File: src/rtl/lvl_rf_pkg.sv
package lvl_rf_pkg;
  parameter int LANE_W  = 8;
  parameter int N_LANES = 3;
  parameter int WORD_W  = LANE_W * N_LANES;

  // lane index inside a word; byte X is the most significant lane
  typedef enum logic [1:0] {
    LANE_B1 = 2'd0,
    LANE_B0 = 2'd1,
    LANE_BX = 2'd2
  } lane_e;
endpackage

File: src/rtl/lvl_rf_bank_sel.sv
module lvl_rf_bank_sel #(
  parameter int N_LEVELS = 5,
  parameter int REGS     = 8,
  parameter int LEVEL_W  = 3,
  parameter int REG_W    = $clog2(REGS),
  parameter int IDX_W    = $clog2(N_LEVELS * REGS)
) (
  input  logic               clk,
  input  logic               rst,
  input  logic [LEVEL_W-1:0] level,
  input  logic               we,
  input  logic [REG_W-1:0]   waddr,
  input  logic [REG_W-1:0]   raddr_a,
  input  logic [REG_W-1:0]   raddr_b,
  output logic [IDX_W-1:0]   widx,
  output logic [IDX_W-1:0]   ridx_a,
  output logic [IDX_W-1:0]   ridx_b,
  output logic               wr_ok,
  output logic               lvl_ok_q,
  output logic               err_q
);
  logic lvl_ok;

  function automatic logic [IDX_W-1:0] flat(input logic [LEVEL_W-1:0] l,
                                            input logic [REG_W-1:0] r);
    int v;
    v = int'(l) * REGS + int'(r);
    return IDX_W'(v);
  endfunction

  assign lvl_ok = (int'(level) < N_LEVELS);
  assign wr_ok  = we && lvl_ok;
  assign widx   = lvl_ok ? flat(level, waddr)   : '0;
  assign ridx_a = lvl_ok ? flat(level, raddr_a) : '0;
  assign ridx_b = lvl_ok ? flat(level, raddr_b) : '0;

  always_ff @(posedge clk) begin
    if (rst) begin
      lvl_ok_q <= 1'b0;
      err_q    <= 1'b0;
    end else begin
      lvl_ok_q <= lvl_ok;
      err_q    <= !lvl_ok;
    end
  end

  // a write strobe never leaves this block with a level outside the banks
  p_no_bad_write_r7: assert property (@(posedge clk) disable iff (rst)
    (int'(level) >= N_LEVELS) |-> !wr_ok);
endmodule

File: src/rtl/lvl_rf_lane_mem.sv
module lvl_rf_lane_mem #(
  parameter int DEPTH = 40,
  parameter int W     = 8,
  parameter int IDX_W = $clog2(DEPTH)
) (
  input  logic             clk,
  input  logic             rst,
  input  logic             we,
  input  logic [IDX_W-1:0] widx,
  input  logic [W-1:0]     wdata,
  input  logic [IDX_W-1:0] ridx_a,
  input  logic [IDX_W-1:0] ridx_b,
  output logic [W-1:0]     q_a,
  output logic [W-1:0]     q_b
);
  logic [W-1:0] mem [DEPTH];
  logic [DEPTH-1:0] vld;
  logic [W-1:0] raw_a, raw_b;
  logic vld_a, vld_b;

  // data array without reset so it can map onto RAM; reads see the old word
  always_ff @(posedge clk) begin
    if (we) mem[widx] <= wdata;
    raw_a <= mem[ridx_a];
    raw_b <= mem[ridx_b];
  end

  // per-entry written flags give the cleared-by-reset view
  always_ff @(posedge clk) begin
    if (rst) begin
      vld   <= '0;
      vld_a <= 1'b0;
      vld_b <= 1'b0;
    end else begin
      if (we) vld[widx] <= 1'b1;
      vld_a <= vld[ridx_a];
      vld_b <= vld[ridx_b];
    end
  end

  assign q_a = vld_a ? raw_a : '0;
  assign q_b = vld_b ? raw_b : '0;

  // reset leaves no entry marked as written
  p_reset_clears_r1: assert property (@(posedge clk)
    rst |=> (vld == '0));
  // a lane without its enable keeps its written-state untouched
  p_lane_hold_r4: assert property (@(posedge clk) disable iff (rst)
    !we |=> $stable(vld));
  // writes only land inside the populated depth
  p_idx_range_r7: assert property (@(posedge clk) disable iff (rst)
    we |-> (int'(widx) < DEPTH));
endmodule

File: src/rtl/lvl_rf_top.sv
module lvl_rf_top
  import lvl_rf_pkg::*;
#(
  parameter int N_LEVELS = 5,
  parameter int REGS     = 8,
  parameter int LEVEL_W  = 3,
  parameter int REG_W    = $clog2(REGS),
  parameter int DW       = WORD_W
) (
  input  logic               clk,
  input  logic               rst,
  input  logic [LEVEL_W-1:0] level,
  input  logic               we,
  input  logic [N_LANES-1:0] wbe,
  input  logic [REG_W-1:0]   waddr,
  input  logic [DW-1:0]      wdata,
  input  logic [REG_W-1:0]   raddr_a,
  input  logic [REG_W-1:0]   raddr_b,
  output logic [DW-1:0]      rdata_a,
  output logic [DW-1:0]      rdata_b,
  output logic               level_err
);
  localparam int DEPTH = N_LEVELS * REGS;
  localparam int IDX_W = $clog2(DEPTH);

  logic [IDX_W-1:0] widx, ridx_a, ridx_b;
  logic wr_ok, lvl_ok_q;
  logic [DW-1:0] word_a, word_b;

  lvl_rf_bank_sel #(
    .N_LEVELS(N_LEVELS), .REGS(REGS), .LEVEL_W(LEVEL_W),
    .REG_W(REG_W), .IDX_W(IDX_W)
  ) i_sel (
    .clk(clk), .rst(rst), .level(level), .we(we),
    .waddr(waddr), .raddr_a(raddr_a), .raddr_b(raddr_b),
    .widx(widx), .ridx_a(ridx_a), .ridx_b(ridx_b),
    .wr_ok(wr_ok), .lvl_ok_q(lvl_ok_q), .err_q(level_err)
  );

  for (genvar g = 0; g < N_LANES; g++) begin : g_lane
    lvl_rf_lane_mem #(.DEPTH(DEPTH), .W(LANE_W), .IDX_W(IDX_W)) i_lane (
      .clk(clk), .rst(rst),
      .we(wr_ok && wbe[g]),
      .widx(widx),
      .wdata(wdata[g*LANE_W +: LANE_W]),
      .ridx_a(ridx_a), .ridx_b(ridx_b),
      .q_a(word_a[g*LANE_W +: LANE_W]),
      .q_b(word_b[g*LANE_W +: LANE_W])
    );
  end

  assign rdata_a = lvl_ok_q ? word_a : '0;
  assign rdata_b = lvl_ok_q ? word_b : '0;

  // the error flag tracks the level seen one edge earlier
  p_err_follows_level_r7: assert property (@(posedge clk) disable iff (rst)
    !$past(rst) |-> (level_err == $past(int'(level) >= N_LEVELS)));
  // reads after a rejected level are zero
  p_bad_read_zero_r7: assert property (@(posedge clk) disable iff (rst)
    level_err |-> (rdata_a == '0 && rdata_b == '0));
  // both ports agree when they name the same register
  p_same_port_match_r6: assert property (@(posedge clk) disable iff (rst)
    (!$past(rst) && $past(raddr_a == raddr_b)) |-> (rdata_a == rdata_b));
endmodule

File: config.mk
export PLATFORM = sky130hd
export DESIGN_NAME = lvl_rf_top
export DESIGN_NICKNAME = d
export VERILOG_FILES = /design/src/rtl/lvl_rf_pkg.sv /design/src/rtl/lvl_rf_bank_sel.sv /design/src/rtl/lvl_rf_lane_mem.sv /design/src/rtl/lvl_rf_top.sv
export SDC_FILE = /design/constraint.sdc
export NUM_CORES = 2
export LEC_CHECK = 0
export BUFFER_PORTS_ARGS = -buffer_cell sky130_fd_sc_hd__buf_2
export CAP_MARGIN = 5
export CORE_ASPECT_RATIO = 1.25
export CORE_MARGIN = 10
export CORE_UTILIZATION = 35
export CTS_CLUSTER_SIZE = 24
export DETAILED_ROUTE_END_ITERATION = 6
export PLACE_DENSITY = 0.6
export RECOVER_POWER = 50
export SYNTH_ARGS = -nofsm -noshare
export SYNTH_HDL_FRONTEND = slang
export SYNTH_SLANG_ARGS = --single-unit
File: constraint.sdc
create_clock -name clk -period 3.7 [get_ports clk]
set_input_delay 0.74 -clock clk [delete_from_list [all_inputs] [get_ports clk]]
set_output_delay 0.74 -clock clk [all_outputs]
set_load 0.005 [all_outputs]
; ---- After elaboration in Yosys (flattened, before gate mapping)
; Memories as Yosys holds them, arrays and structs flattened. A register that Yosys moved wholly into a read port is not among the register bits.
; Index checks and enable logic that the tools add are counted.
[op_classes]
order_cmp = 5
reduce_logical = 6
muxes = 31
n_addsub = 3
bitwise = 3
[op_table]
columns = cell, n
row1 = 40-bit OR, 3
row2 = 24-bit 2-to-1 mux, 2
row3 = 8-bit 2-to-1 mux, 6
row4 = 1-bit binary-select mux with 6-bit select, 6
row5 = 6-bit by 7-bit < comparator with 1-bit output (second input constant), 3
row6 = 6-bit by 3-bit adder with 6-bit output, 3
row7 = 6-bit 2-to-1 mux, 3
row8 = 1-bit 2-to-1 mux, 13
row9 = 1-bit demux with 6-bit select, 1
row10 = 6-bit by 1-bit greater-or-equal comparator with 1-bit output (second input constant), 1
row11 = 1-bit logical AND, 5
row12 = 3-bit < comparator (second input constant), 1
row13 = 1-bit logical NOT, 1
[word_totals]
memories = 3
word_cells = 62
reg_bits = 128
out_inout_bits = 49
ram_bits = 960
input_bits = 42
[mem_list]
columns = memory, depth, width, read_ports, rd_ports_with_merged_regs, wr, line_no
row1 = g_lane[0].i_lane.mem, 40, 8, 2, 2, 1, lvl_rf_lane_mem.sv:16  ; logic [W-1:0] mem [DEPTH];
row2 = g_lane[1].i_lane.mem, 40, 8, 2, 2, 1, lvl_rf_lane_mem.sv:16
row3 = g_lane[2].i_lane.mem, 40, 8, 2, 2, 1, lvl_rf_lane_mem.sv:16

; ---- Logic depth before layout (Yosys ltp)
[logic_depth]
word_depth = 7
ltp_mapped = 11
depth_no_buf = 6

; ---- Cells and area by module
; A second synthesis with hierarchy kept.
[hier_totals]
hier_cells = 3459
area_unflattened_um2 = 53411.2
[by_module_without_submodules]
columns = module, instances, cells_per_inst, seq_area_each_um2, area_each_um2
row1 = lvl_rf_lane_mem, 3, 1126, 10770.3, 17608.1
row2 = lvl_rf_top, 1, 56, 0.0, 389.1
row3 = lvl_rf_bank_sel, 1, 25, 40.0, 197.7

; ---- Worst setup path before layout
; OpenSTA, ideal clock, no wires.
[synth_timing]
kind = input-to-reg
start = input level[0]
end = memory g_lane[1].i_lane.mem[11][0] (enable)
t_required_ns = 3.314
slack_ns = 0.801
setup_time_ns = 0.386
arrival_ns = 2.513
stages = 7
n_path_buf = 4
path_cell_list = o21ai_2 buf_2 buf_2 buf_2 buf_2 nand3_1 nor3_1
[synth_via]
elab_chain_len = 5
elab_cells_between_ends = 7
cone_classes = add/sub: 1 / order compare: 1 / mux: 3 / reduce/logical: 2
[synth_lines]
columns = item, line_no
row1 = start: declaration, lvl_rf_top.sv:12  ; input logic [LEVEL_W-1:0] level,
row2 = 3-bit < comparator, lvl_rf_bank_sel.sv:31  ; assign lvl_ok = (int'(level) < N_LEVELS);
row3 = 1-bit logical AND, lvl_rf_bank_sel.sv:32  ; assign wr_ok = we && lvl_ok;
row4 = 1-bit logical AND, lvl_rf_top.sv:43  ; .we(wr_ok && wbe[g]),
row5 = 1-bit 2-to-1 mux, lvl_rf_lane_mem.sv:23  ; if (we) mem[widx] <= wdata;
row6 = 1-bit 2-to-1 mux (implied by the code), lvl_rf_lane_mem.sv:23
row7 = end: declaration, lvl_rf_lane_mem.sv:16
; Parallel ways exist; a longest one is shown, timed or not.

; ---- Worst setup path in the final report
[layout_timing]
start = input rst
end = register i_sel.err_q
[layout_rtl]
columns = item, line_no
row1 = start: declaration, lvl_rf_top.sv:11  ; input logic rst,
row2 = end signal: assignment, lvl_rf_bank_sel.sv:43  ; err_q <= !lvl_ok;
row3 = end: declaration, lvl_rf_bank_sel.sv:20  ; output logic err_q
; No word-level cell between the ends.

==> summary.txt <==
Status
  • Failing checks: capacitance limit, slew limit
  • Status: complete, but fails checks

Synthesis
  • Top-count cell post-synth: edfxtp_1
  • Synth Instances: 4261
  • Post-synthesis cell type count: 60
  • Commonest cells in the netlist: edfxtp_1, nor2_1, mux2i_1, a21oi_1, clkbuf_1
  • Top cell type's share of synthesized area: 53.8%
  • Post-synthesis sequential area ratio: 60.4%
  • Commonest register cell after synthesis: edfxtp_1
  • Post-synthesis net count: 4303
  • Area leader, netlist: edfxtp_1
  • Synth Register Bits: 1136
  • EDFF count, synth: 960
  • Fraction of registers with async set/reset: 0%
  • Post-synthesis average cell area: 12.6 um^2
  • Main area contributors after synthesis: edfxtp_1, mux2i_1, dfxtp_1, mux4_2, nor2_1
  • Mapped Area: 53600 um^2
  • Synth warn: 0

Clock tree
  • Post CTS Setup Buffer Count: 0
  • Reg clk slew, reported paths: 70 ps
  • CTS Hold Buffers Added: 0
  • TritonCTS clock tree: built
  • Worst skew pair latency: 740 ps
  • # clock sinks: 1136
  • Bufs on Longest Clock Path: 3
  • CTS HTree Levels: 3
  • Cts repair resizes: 0
  • Cts bufs inserted: 109
  • Root buffer cell: clkbuf_16

Timing
  • Hold_ws: 494 ps
  • Crit share post-route: 93.5%
  • Slew at the pin closest to its max-slew limit: 3190 ps
  • Final Skew: 39.1 ps
  • RSZ-0062 raised after global routing: no
  • Slew headroom: -113%
  • Setup-failing EPs final: 0
  • Slew Limit Fails: 1041
  • Worst setup margin: 240 ps
  • Min Tclk post-route: 3460 ps
  • Number of hold violations in the final report: 0
  • Setup Total Neg Slack: 0 ps
  • Highest Clock Rate: 289 MHz

Pwr
  • Leak Pwr: 21.1 nW
  • Net Sw Power: 7.04 mW
  • Pwr Density: 464 nW/um^2
  • Sw Ratio: 24.6%
  • Sequential group share of total power: 49.3%
  • Clk pwr share: 41.1%
  • Worst ir drop on vdd: 0.000430 V
  • Combinational Power Share: 9.6%
  • Pint: 21.6 mW

Worst setup path
  • Crit path buf inv count: 2
  • CP delay by family, top: buffers and inverters
  • Critical path's largest stage delay: 2210 ps
  • Worst path slowest cell: clkbuf_1
  • Cell Chain, Critical Path: clkbuf_1 > clkbuf_2 > nor2_1
  • CP arrival: 4030 ps
  • Worst Setup Start Kind: input pin
  • CP Depth: 3
  • Largest fanout on the critical path: 57
  • Reg2Reg Setup Slack: 1520 ps
  • Worst R2R End: g_lane[2].i_lane.raw_a[3]
  • Worst r2r src: g_lane[2].i_lane.mem[15][3]
  • CP Class: input pin to flip-flop
  • R2r worst-path depth: 3
  • Crit. End Element: flip-flop
  • Req. time, crit path: 4270 ps

Routing
  • Initial DRC count: 4765
  • Vias per cell: 6.13
  • WL final: 191000 um
  • Routed WL per cell: 29.3 um
  • DRT antenna net count: 0
  • Vias: 40.0k
  • Drt pass-1 iters: 6
  • Post-route DRC violation count: 0

Floorplanning
  • Initial Util: 35.2%
  • Die Wd: 370 um
  • Die area: 169000 um^2
  • FP Rows: 160
  • CORE AREA: 152000 um^2
  • I/O pin count: 91
  • Die Span Y: 457 um

Cells and area
  • Sequential cell area: 32400 um^2
  • Multi-input combinational cell area: 19700 um^2
  • Ratio of cells with drive above 1 in the final layout: 16.8%
  • Finished Layout Cells: 6517
  • Synth-to-Final Area Change: 15.2%
  • Filler cells: 14.1k
  • Nets: 4434

Placed design
  • Cells after DPL: 6306
  • Routability congestion estimate: 0.894
  • Input/output buffers: 90
  • Hpwl dp: 129000 um
  • Pre-CTS setup slack: 176 ps

Min path
  • Worst Hold Depth: 2
  • HP Class: flip-flop to flip-flop
  • Worst Hold Launch: g_lane[2].i_lane.vld[21]
  • Hold EP: g_lane[2].i_lane.vld[21]

Global route
  • Number of global-route vias before repair: 39.2k
  • Total Routing Usage GR: 21.8%
  • Initial antenna violation count: 12
  • First-pass GRT wire length: 276000 um
  • Largest net degree at the start of global routing: 77
  • Gr ovfl total: 0

Run
  • Max Cap Viol: 25
-- tightest hold or removal path, stage by stage, from the launching register on --
cell	delay (ps)
dfxtp_1	340
nor2_1	50
nor2_1	70
-- per-stage QoR --
stage	util, %	total power [mW]	area [um^2]
2_1_floorplan	-	15.8	53600
6_report	40.6	28.7	61700
3_3_place_gp	38.1	17.1	58000
5_1_grt	40.6	29.4	61700
3_5_place_dp	38.1	17.1	58000
4_1_cts	40.6	28.7	61800
-- power by group through the flow --
stage / clock [mW] / combinational, mW / sequential, mW
finish: 11.8 / 2.76 / 14.1
global route: 12.4 / 2.88 / 14.1
CTS: 11.9 / 2.72 / 14.1
detailed placement: 0 / 2.71 / 14.4
global placement: 0 / 2.70 / 14.4
floorplan: 0 / 1.53 / 14.3
-- how the worst max path moves through the flow --
stage | end | slack (ps) | startpoint
after global routing | g_lane[0].i_lane.raw_a[3] | 280 | level[2]
after global placement | g_lane[2].i_lane.raw_a[5] | 230 | level[0]
after detailed placement | g_lane[2].i_lane.raw_a[5] | 180 | level[0]
final | i_sel.err_q | 240 | rst
after floorplan | g_lane[1].i_lane.mem[11][0] | 800 | level[0]
after CTS | rdata_a[12] | 580 | i_sel.lvl_ok_q
-- layout make-up --
type / instances / share of cell area (%)
clock buffers: 131 / 4.80
diodes: 4 / 0.0162
flip-flops and latches: 1136 / 52.4
clock inverters: 76 / 1.31
inverters: 3 / 0.0182
well taps: 2025 / 4.11
repair buffers: 403 / 5.35
multi-input cells: 2739 / 32.0
-- metal layers --
| layer | global-route usage [%] | up-vias | routed length (um) |
|---|---|---|---|
| met4 | 9.69 | 14 | 9360 |
| met2 | 36.6 | 2241 | 92600 |
| met1 | 27.0 | 20148 | 72600 |
| met3 | 4.12 | 503 | 16200 |
| met5 | 0 | - | 93 |
| li1 | - | 17044 | - |
-- cell usage in the layout, fill, tap and decap left out, types with 57 or more instances in the layout --
cell type | synthesis | final
dfxtp_1 | 176 | 175
buf_4 | 9 | 253
o221ai_1 | 75 | 75
a31oi_1 | 62 | 62
a221oi_1 | 100 | 100
a21oi_1 | 310 | 310
a211oi_1 | 178 | 178
and3_1 | 64 | 64
nand2_1 | 228 | 222
o211ai_1 | 117 | 117
edfxtp_1 | 960 | 960
buf_2 | 86 | 57
o21ai_0 | 136 | 134
mux2i_1 | 381 | 381
mux4_2 | 137 | 137
nor2_1 | 548 | 540
clkbuf_16 | 0 | 113
-- registers in the layout, indices dropped and copies added (netlist names) --
| signal | cells |
|---|---|
| g_lane.i_lane.mem | 960 |
| g_lane.i_lane.vld | 120 |
| g_lane.i_lane.raw_a | 24 |
| g_lane.i_lane.raw_b | 24 |
| g_lane.i_lane.vld_a | 3 |
| g_lane.i_lane.vld_b | 3 |
| i_sel.err_q | 1 |
| i_sel.lvl_ok_q | 1 |
-- cells by family after synthesis --
group	share of synthesized area [%]
AND/OR/NAND/NOR	7.89
AO/OA/AOI/OAI	14.9
flip-flops	60.4
multiplexers	13.8
buffers and inverters	2.98
Note: power is estimated with default switching activity, not from simulation.
